[src/rtl/cfl_pkg.sv]
package cfl_pkg;

  typedef enum logic [1:0] {
    DEPTH_8  = 2'd0,
    DEPTH_10 = 2'd1,
    DEPTH_12 = 2'd2,
    DEPTH_12B = 2'd3
  } depth_e;

  // Largest legal pixel value for a depth code.
  function automatic logic [15:0] pix_max(input logic [1:0] d);
    case (d)
      DEPTH_8:  pix_max = 16'd255;
      DEPTH_10: pix_max = 16'd1023;
      default:  pix_max = 16'd4095;
    endcase
  endfunction

  // Samples per row for a width code.
  function automatic int unsigned row_width(input logic [1:0] w);
    row_width = 32'd4 << w;
  endfunction

endpackage

[src/rtl/cfl_ctrl.sv]
module cfl_ctrl #(
  parameter int LANES   = 8,
  parameter int ALPHA_W = 8,
  parameter int PIX_W   = 12
) (
  input  logic               clk,
  input  logic               rst,
  input  logic               in_valid,
  input  logic [ALPHA_W-1:0] in_alpha,
  input  logic [PIX_W-1:0]   in_dc,
  input  logic [1:0]         in_depth,
  input  logic [1:0]         in_wcode,
  output logic [ALPHA_W-1:0] s1_amag,
  output logic               s2_valid,
  output logic [PIX_W-1:0]   s2_dc,
  output logic [PIX_W-1:0]   s2_max,
  output logic [LANES-1:0]   s2_mask,
  output logic               s3_valid
);
  import cfl_pkg::*;

  logic             s1_valid;
  logic [PIX_W-1:0] s1_dc;
  logic [1:0]       s1_depth;
  logic [1:0]       s1_wcode;
  logic [15:0]      max_full;
  logic [LANES-1:0] mask_next;

  always_comb begin
    max_full = pix_max(s1_depth);
    for (int i = 0; i < LANES; i++)
      mask_next[i] = (i < row_width(s1_wcode));
  end

  always_ff @(posedge clk) begin
    if (rst) begin
      s1_valid <= 1'b0;
      s1_amag  <= '0;
      s1_dc    <= '0;
      s1_depth <= '0;
      s1_wcode <= '0;
      s2_valid <= 1'b0;
      s2_dc    <= '0;
      s2_max   <= '0;
      s2_mask  <= '0;
      s3_valid <= 1'b0;
    end else begin
      s1_valid <= in_valid;
      s1_amag  <= in_alpha[ALPHA_W-1] ? (~in_alpha + 1'b1) : in_alpha;
      s1_dc    <= in_dc;
      s1_depth <= in_depth;
      s1_wcode <= in_wcode;
      s2_valid <= s1_valid;
      s2_dc    <= s1_dc;
      s2_max   <= max_full[PIX_W-1:0];
      s2_mask  <= mask_next;
      s3_valid <= s2_valid;
    end
  end
endmodule

[src/rtl/cfl_mag_lane.sv]
module cfl_mag_lane #(
  parameter int AC_W    = 16,
  parameter int ALPHA_W = 8,
  parameter int FRAC_SH = 6
) (
  input  logic               clk,
  input  logic               rst,
  input  logic [AC_W-1:0]    ac,
  input  logic               alpha_sign,
  input  logic [ALPHA_W-1:0] s1_amag,
  output logic [AC_W-2:0]    s2_scaled,
  output logic               s2_neg
);
  localparam int PW  = AC_W + ALPHA_W;
  localparam int SCL = AC_W - 1;

  logic [AC_W-1:0] s1_mag;
  logic            s1_neg;
  logic [PW:0]     rounded;
  logic [PW:0]     shifted;
  logic [SCL-1:0]  sat_val;

  always_comb begin
    rounded = ({1'b0, {ALPHA_W{1'b0}}, s1_mag} * {{(AC_W+1){1'b0}}, s1_amag})
            + (PW+1)'(1 << (FRAC_SH - 1));
    shifted = rounded >> FRAC_SH;
    if (shifted > (PW+1)'({SCL{1'b1}}))
      sat_val = {SCL{1'b1}};
    else
      sat_val = shifted[SCL-1:0];
  end

  always_ff @(posedge clk) begin
    if (rst) begin
      s1_mag    <= '0;
      s1_neg    <= 1'b0;
      s2_scaled <= '0;
      s2_neg    <= 1'b0;
    end else begin
      s1_mag    <= ac[AC_W-1] ? (~ac + 1'b1) : ac;
      s1_neg    <= ac[AC_W-1] ^ alpha_sign;
      s2_scaled <= sat_val;
      s2_neg    <= s1_neg;
    end
  end
endmodule

[src/rtl/cfl_out_lane.sv]
module cfl_out_lane #(
  parameter int AC_W  = 16,
  parameter int PIX_W = 12
) (
  input  logic             clk,
  input  logic             rst,
  input  logic             s2_valid,
  input  logic             lane_en,
  input  logic [AC_W-2:0]  s2_scaled,
  input  logic             s2_neg,
  input  logic [PIX_W-1:0] s2_dc,
  input  logic [PIX_W-1:0] s2_max,
  output logic [PIX_W-1:0] pix
);
  localparam int SUM_W = AC_W + 1;

  logic [SUM_W-1:0] ext;
  logic [SUM_W-1:0] smask;
  logic [SUM_W-1:0] signed_v;
  logic [SUM_W-1:0] sum;
  logic [PIX_W-1:0] clamped;

  always_comb begin
    ext      = {2'b00, s2_scaled};
    smask    = {SUM_W{s2_neg}};
    signed_v = (ext + smask) ^ smask;
    sum      = signed_v + {{(SUM_W-PIX_W){1'b0}}, s2_dc};
    if (sum[SUM_W-1])
      clamped = '0;
    else if (sum[SUM_W-2:0] > {{(SUM_W-1-PIX_W){1'b0}}, s2_max})
      clamped = s2_max;
    else
      clamped = sum[PIX_W-1:0];
  end

  always_ff @(posedge clk) begin
    if (rst)
      pix <= '0;
    else
      pix <= (s2_valid && lane_en) ? clamped : '0;
  end
endmodule

[src/rtl/cfl_chroma_pred.sv]
module cfl_chroma_pred #(
  parameter int LANES   = 8,
  parameter int AC_W    = 16,
  parameter int ALPHA_W = 8,
  parameter int PIX_W   = 12
) (
  input  logic                   clk,
  input  logic                   rst,
  input  logic                   in_valid,
  input  logic [LANES*AC_W-1:0]  in_ac,
  input  logic [ALPHA_W-1:0]     in_alpha,
  input  logic [PIX_W-1:0]       in_dc,
  input  logic [1:0]             in_depth,
  input  logic [1:0]             in_wcode,
  output logic                   out_valid,
  output logic [LANES*PIX_W-1:0] out_pix
);
  localparam int FRAC_SH = 6;

  logic [ALPHA_W-1:0] s1_amag;
  logic               s2_valid;
  logic [PIX_W-1:0]   s2_dc;
  logic [PIX_W-1:0]   s2_max;
  logic [LANES-1:0]   s2_mask;

  cfl_ctrl #(.LANES(LANES), .ALPHA_W(ALPHA_W), .PIX_W(PIX_W)) u_ctrl (
    .clk(clk), .rst(rst), .in_valid(in_valid), .in_alpha(in_alpha),
    .in_dc(in_dc), .in_depth(in_depth), .in_wcode(in_wcode),
    .s1_amag(s1_amag), .s2_valid(s2_valid), .s2_dc(s2_dc),
    .s2_max(s2_max), .s2_mask(s2_mask), .s3_valid(out_valid)
  );

  for (genvar g = 0; g < LANES; g++) begin : g_lane
    logic [AC_W-2:0] scaled;
    logic            neg;

    cfl_mag_lane #(.AC_W(AC_W), .ALPHA_W(ALPHA_W), .FRAC_SH(FRAC_SH)) u_mag (
      .clk(clk), .rst(rst), .ac(in_ac[g*AC_W +: AC_W]),
      .alpha_sign(in_alpha[ALPHA_W-1]), .s1_amag(s1_amag),
      .s2_scaled(scaled), .s2_neg(neg)
    );

    cfl_out_lane #(.AC_W(AC_W), .PIX_W(PIX_W)) u_out (
      .clk(clk), .rst(rst), .s2_valid(s2_valid), .lane_en(s2_mask[g]),
      .s2_scaled(scaled), .s2_neg(neg), .s2_dc(s2_dc), .s2_max(s2_max),
      .pix(out_pix[g*PIX_W +: PIX_W])
    );
  end
endmodule

[config.mk]
export PLATFORM = sky130hd
export DESIGN_NAME = cfl_chroma_pred
export DESIGN_NICKNAME = d
export VERILOG_FILES = /design/src/rtl/cfl_pkg.sv /design/src/rtl/cfl_ctrl.sv /design/src/rtl/cfl_mag_lane.sv /design/src/rtl/cfl_out_lane.sv /design/src/rtl/cfl_chroma_pred.sv
export SDC_FILE = /design/constraint.sdc
export NUM_CORES = 2
export LEC_CHECK = 0
export ABC_CLOCK_PERIOD_IN_PS = 15850
export CORE_AREA = 2 2 465 283
export DETAILED_ROUTE_END_ITERATION = 10
export DIE_AREA = 0 0 467 285
export GPL_ROUTABILITY_DRIVEN = 0
export SLEW_MARGIN = 40
export SYNTH_ARGS = -nofsm -noshare
export SYNTH_HDL_FRONTEND = slang
export SYNTH_SLANG_ARGS = --single-unit
[constraint.sdc]
create_clock -name clk -period 15.85 [get_ports clk]
set_clock_uncertainty 0.15 [all_clocks]
set_input_delay 4.755 -clock clk [delete_from_list [all_inputs] [get_ports clk]]
set_output_delay 4.755 -clock clk [all_outputs]
set_load 0.02 [all_outputs]
==> impl_metrics.csv <==
group,metric,value,unit
run_status,status,"completed",
drt,drc,0,
logic_synthesis,ys_seq_elements,404,
timing,worst_slew_pin_slew,0.917,ns
power_and_ir_drop,p_per_area,75.4,mW/mm2
drt,wl_per_cell,18.0,um
logic_synthesis,ys.flop_type,"dfxtp_1",
global_route,grt_pass1_vias,49000,
setup_path,cp_slowest_cell,"a311oi_4",
logic_synthesis,synth_area_leaders,"fa_1, ha_1, dfxtp_1",
logic_synthesis,syn_area,0.0601,mm2
power_and_ir_drop,pwr-share-seq,25.1,%
global_route,grt_max_degree,87,
run,maxCapViolations,0,
logic_synthesis,synth_cell_types,103,
setup_path,crit_path_start_kind,"flip-flop",
timing,finalCritPeriodShare,47.5,%
clocking,cts_htree_levels,2,
timing,setup_viol,0,
timing,timing.setup.tns,0,ns
clocking,clock_latency,0.65,ns
die,ios,252,
power_and_ir_drop,p_int,2.86,mW
drt,drt-vias-per-instance,5.33,
layout,drive_gt1_share,3.41,%
timing,maxSlewViolCount,0,
global_route,grt_pass1_wl,263000,um
clocking,clockBufferDepth,3,
clocking,cts_buffers,47,
power_and_ir_drop,ir_drop,0.0691,mV
global_route,grtUsageTotal,24.5,%
setup_path,critPathCaptureType,"flip-flop",
setup_path,crit_arrival,7.85,ns
global_route,grt_overflow,0,
setup_path,critical_path_class,"reg -> reg",
die,die_area,0.133,mm2
logic_synthesis,synth_top_area_cell,"fa_1",
logic_synthesis,synth_top_area_share,22.9,%
global_route,antenna_found_initial,7,
timing,rsz0062_at_grt,"false",
hold_path,hold_class,"reg -> reg",
die,die_h,285,um
power_and_ir_drop,p_sw_share,42.6,%
layout,nNetsFinal,8641,
clocking,cts_hold_buffers,0,
drt,wl,159000,um
die,coreArea,0.130,mm2
die,die_x,467,um
place,dpl_cell_area,0.0644,mm2
setup_path,crit_required,16.18,ns
clocking,cts_tree,"done",
setup_path,crit_path_frequent_cell,"fa_1",
die,initial_core_util,46.4,%
clocking,root_buffer,"clkbuf_16",
power_and_ir_drop,clkPwrFrac,23.3,%
drt,antenna_left,0,
layout,area_delta_synth_final,9.84,%
setup_path,path_max_fanout,53,
drt,drt_iter0_drc,2758,
logic_synthesis,yosysSeqAreaShare,13.4,%
clocking,post-cts-setup-buffers,0,
layout,final_area,0.0661,mm2
logic_synthesis,synth_commonest_cells,"inv_1, and2_1, ha_1, fa_1, dfxtp_1",
layout,nFillCells,12200,
clocking,path_clk_slew,0.06,ns
drt,vias,46900,
timing,hold_viol,0,
place,post-dp-hpwl,126000,um
logic_synthesis,avgSynthCellArea,8.73,um2
timing,clock.fmax,133,MHz
timing,period_needed,7.52,ns
logic_synthesis,synth-edff-count,0,
setup_path,crit_chain,"buf_4 -> buf_4 -> and2_1 -> fa_1 -> fa_1 -> fa_1 -> inv_1 -> fa_1 -> inv_1 -> ha_1 -> a21oi_1 -> nor4b_1 -> nand3_1 -> a31o_2 -> a221o_1 -> a41oi_1 -> o211ai_1 -> a311oi_4 -> a21oi_1",
logic_synthesis,async_flop_share,0,%
timing,relSlewSlack,38.9,%
logic_synthesis,synth_cells,6891,
logic_synthesis,synth_fp_nets,8503,
clocking,cts.repair.resized,0,
power_and_ir_drop,leakagePower,32.9,nW
clocking,clock-sinks,404,
drt,first_pass_iters,6,
place,io_buffers,251,
die,rows,103,
setup_path,cpPeakStageDelay,0.71,ns
power_and_ir_drop,switchingPower,2.12,mW
logic_synthesis,synth.most_common_cell,"inv_1",
power_and_ir_drop,p_comb_share,51.6,%
logic_synthesis,yosys_warnings,0,
worst max-delay path: cells and delay by family (launching register included):
family / cells / cell delay (ns)
buffers and inverters: 4 / 1.22
AND/OR/NAND/NOR: 3 / 0.69
AO/OA/AOI/OAI: 7 / 2.25
adder cells (fa/ha/maj): 5 / 2.35
flip-flops: 1 / 0.65
power groups by stage:
stage | Sequential, mW | Combinational (mW) | Clock (mW)
6_report | 1.25 | 2.57 | 1.16
5_1_grt | 1.26 | 2.93 | 1.24
4_1_cts | 1.25 | 2.58 | 1.20
3_5_place_dp | 1.28 | 2.56 | 0
3_3_place_gp | 1.28 | 2.52 | 0
2_1_floorplan | 1.20 | 1.94 | 0
cell families after synthesis:
| kind of cell | synth area share (%) |
|---|---|
| AND/OR/NAND/NOR | 18.9 |
| adder cells (fa/ha/maj) | 38.9 |
| flip-flops | 13.4 |
| buffers and inverters | 7.68 |
| XOR/XNOR | 7.38 |
| AO/OA/AOI/OAI | 12.6 |
| multiplexers | 1.08 |
per-layer routing:
metal | share of wire (%) | up-vias | track usage (%)
li1 | - | 22800 | -
met1 | 47 | 23000 | 33.8
met2 | 46 | 944 | 40.6
met3 | 4.5 | 160 | 2.72
met4 | 2.9 | 0 | 6.54
met5 | 0 | - | 0
final cells by class:
class	instances	area, um2	share of cell area [%]
inverters	1008	3780	5.73
clock buffers	55	1270	1.92
multi-input cells	5272	47500	71.9
diodes	4	10.0	0.0152
well taps	1732	2170	3.28
flip-flops and latches	404	8120	12.3
clock inverters	31	324	0.491
repair buffers	296	2890	4.38
stage by stage:
stage | util (%) | hold WS (ns) | std cells | setup slack [ns] | power (mW)
after floorplan | - | 0.261 | 6891 | 8.82 | 3.14
after detailed placement | 49.7 | 0.274 | 8712 | 8.10 | 3.84
after CTS | 51.0 | 0.281 | 8798 | 8.34 | 5.04
final | 51.0 | 0.279 | 8802 | 8.33 | 4.98
after global routing | 51.0 | 0.300 | 8800 | 7.98 | 5.43
after global placement | 49.7 | 0.274 | 8711 | 8.20 | 3.79
final timing paths:
| path | from | slack (ns) | end | depth (start not counted) |
|---|---|---|---|---|
| max | u_ctrl.s1_amag[3] | 8.33 | g_lane[7].u_mag.s2_scaled[1] | 19 |
| max reg2reg | u_ctrl.s1_amag[3] | 8.33 | g_lane[7].u_mag.s2_scaled[1] | 19 |
| min | g_lane[1].u_mag.s1_neg | 0.28 | g_lane[1].u_mag.s2_neg | 1 |
| min reg2reg | g_lane[1].u_mag.s1_neg | 0.28 | g_lane[1].u_mag.s2_neg | 1 |
registers in the layout (all words and copies together) (netlist names):
name                    cells
g_lane.u_mag.s1_neg         8
u_ctrl.s1_depth             2
g_lane.u_mag.s2_scaled    120
u_ctrl.s1_dc               12
u_ctrl.s1_valid             1
u_ctrl.s2_mask              2
u_ctrl.s2_dc               12
g_lane.u_mag.s1_mag       128
u_ctrl.s1_wcode             2
u_ctrl.s2_max               3
u_ctrl.s1_amag              8
u_ctrl.s2_valid             1
u_ctrl.s3_valid             1
g_lane.u_mag.s2_neg         8
g_lane.u_out.pix           96
placed cells by master, fill, tap and decap left out, types with 21 or more instances in the layout:
cell	Yosys	layout
a41oi_1	22	22
ha_1	769	769
or2_2	27	27
a22o_1	26	26
nand2_1	339	339
o41ai_1	23	23
nand2b_1	50	50
clkdlybuf4s50_1	0	250
nor4_1	22	22
o31ai_1	44	44
a211oi_1	34	34
nor3_1	77	76
clkbuf_16	0	49
xor2_1	255	255
mux2i_1	58	58
nor2b_1	100	100
and2_1	885	885
nor2_1	364	362
a21oi_1	339	336
or3_1	30	30
nand3_1	67	67
and3_1	44	44
o21a_1	74	74
a21o_1	140	140
buf_4	3	40
xnor2_1	252	252
nand4_1	36	36
o21bai_1	38	38
inv_1	1008	1005
dfxtp_1	404	393
or4_1	21	21
fa_1	688	688
o211ai_1	29	29
o21ai_0	182	182
a31oi_1	42	42
(Power assumes the default switching activity.)
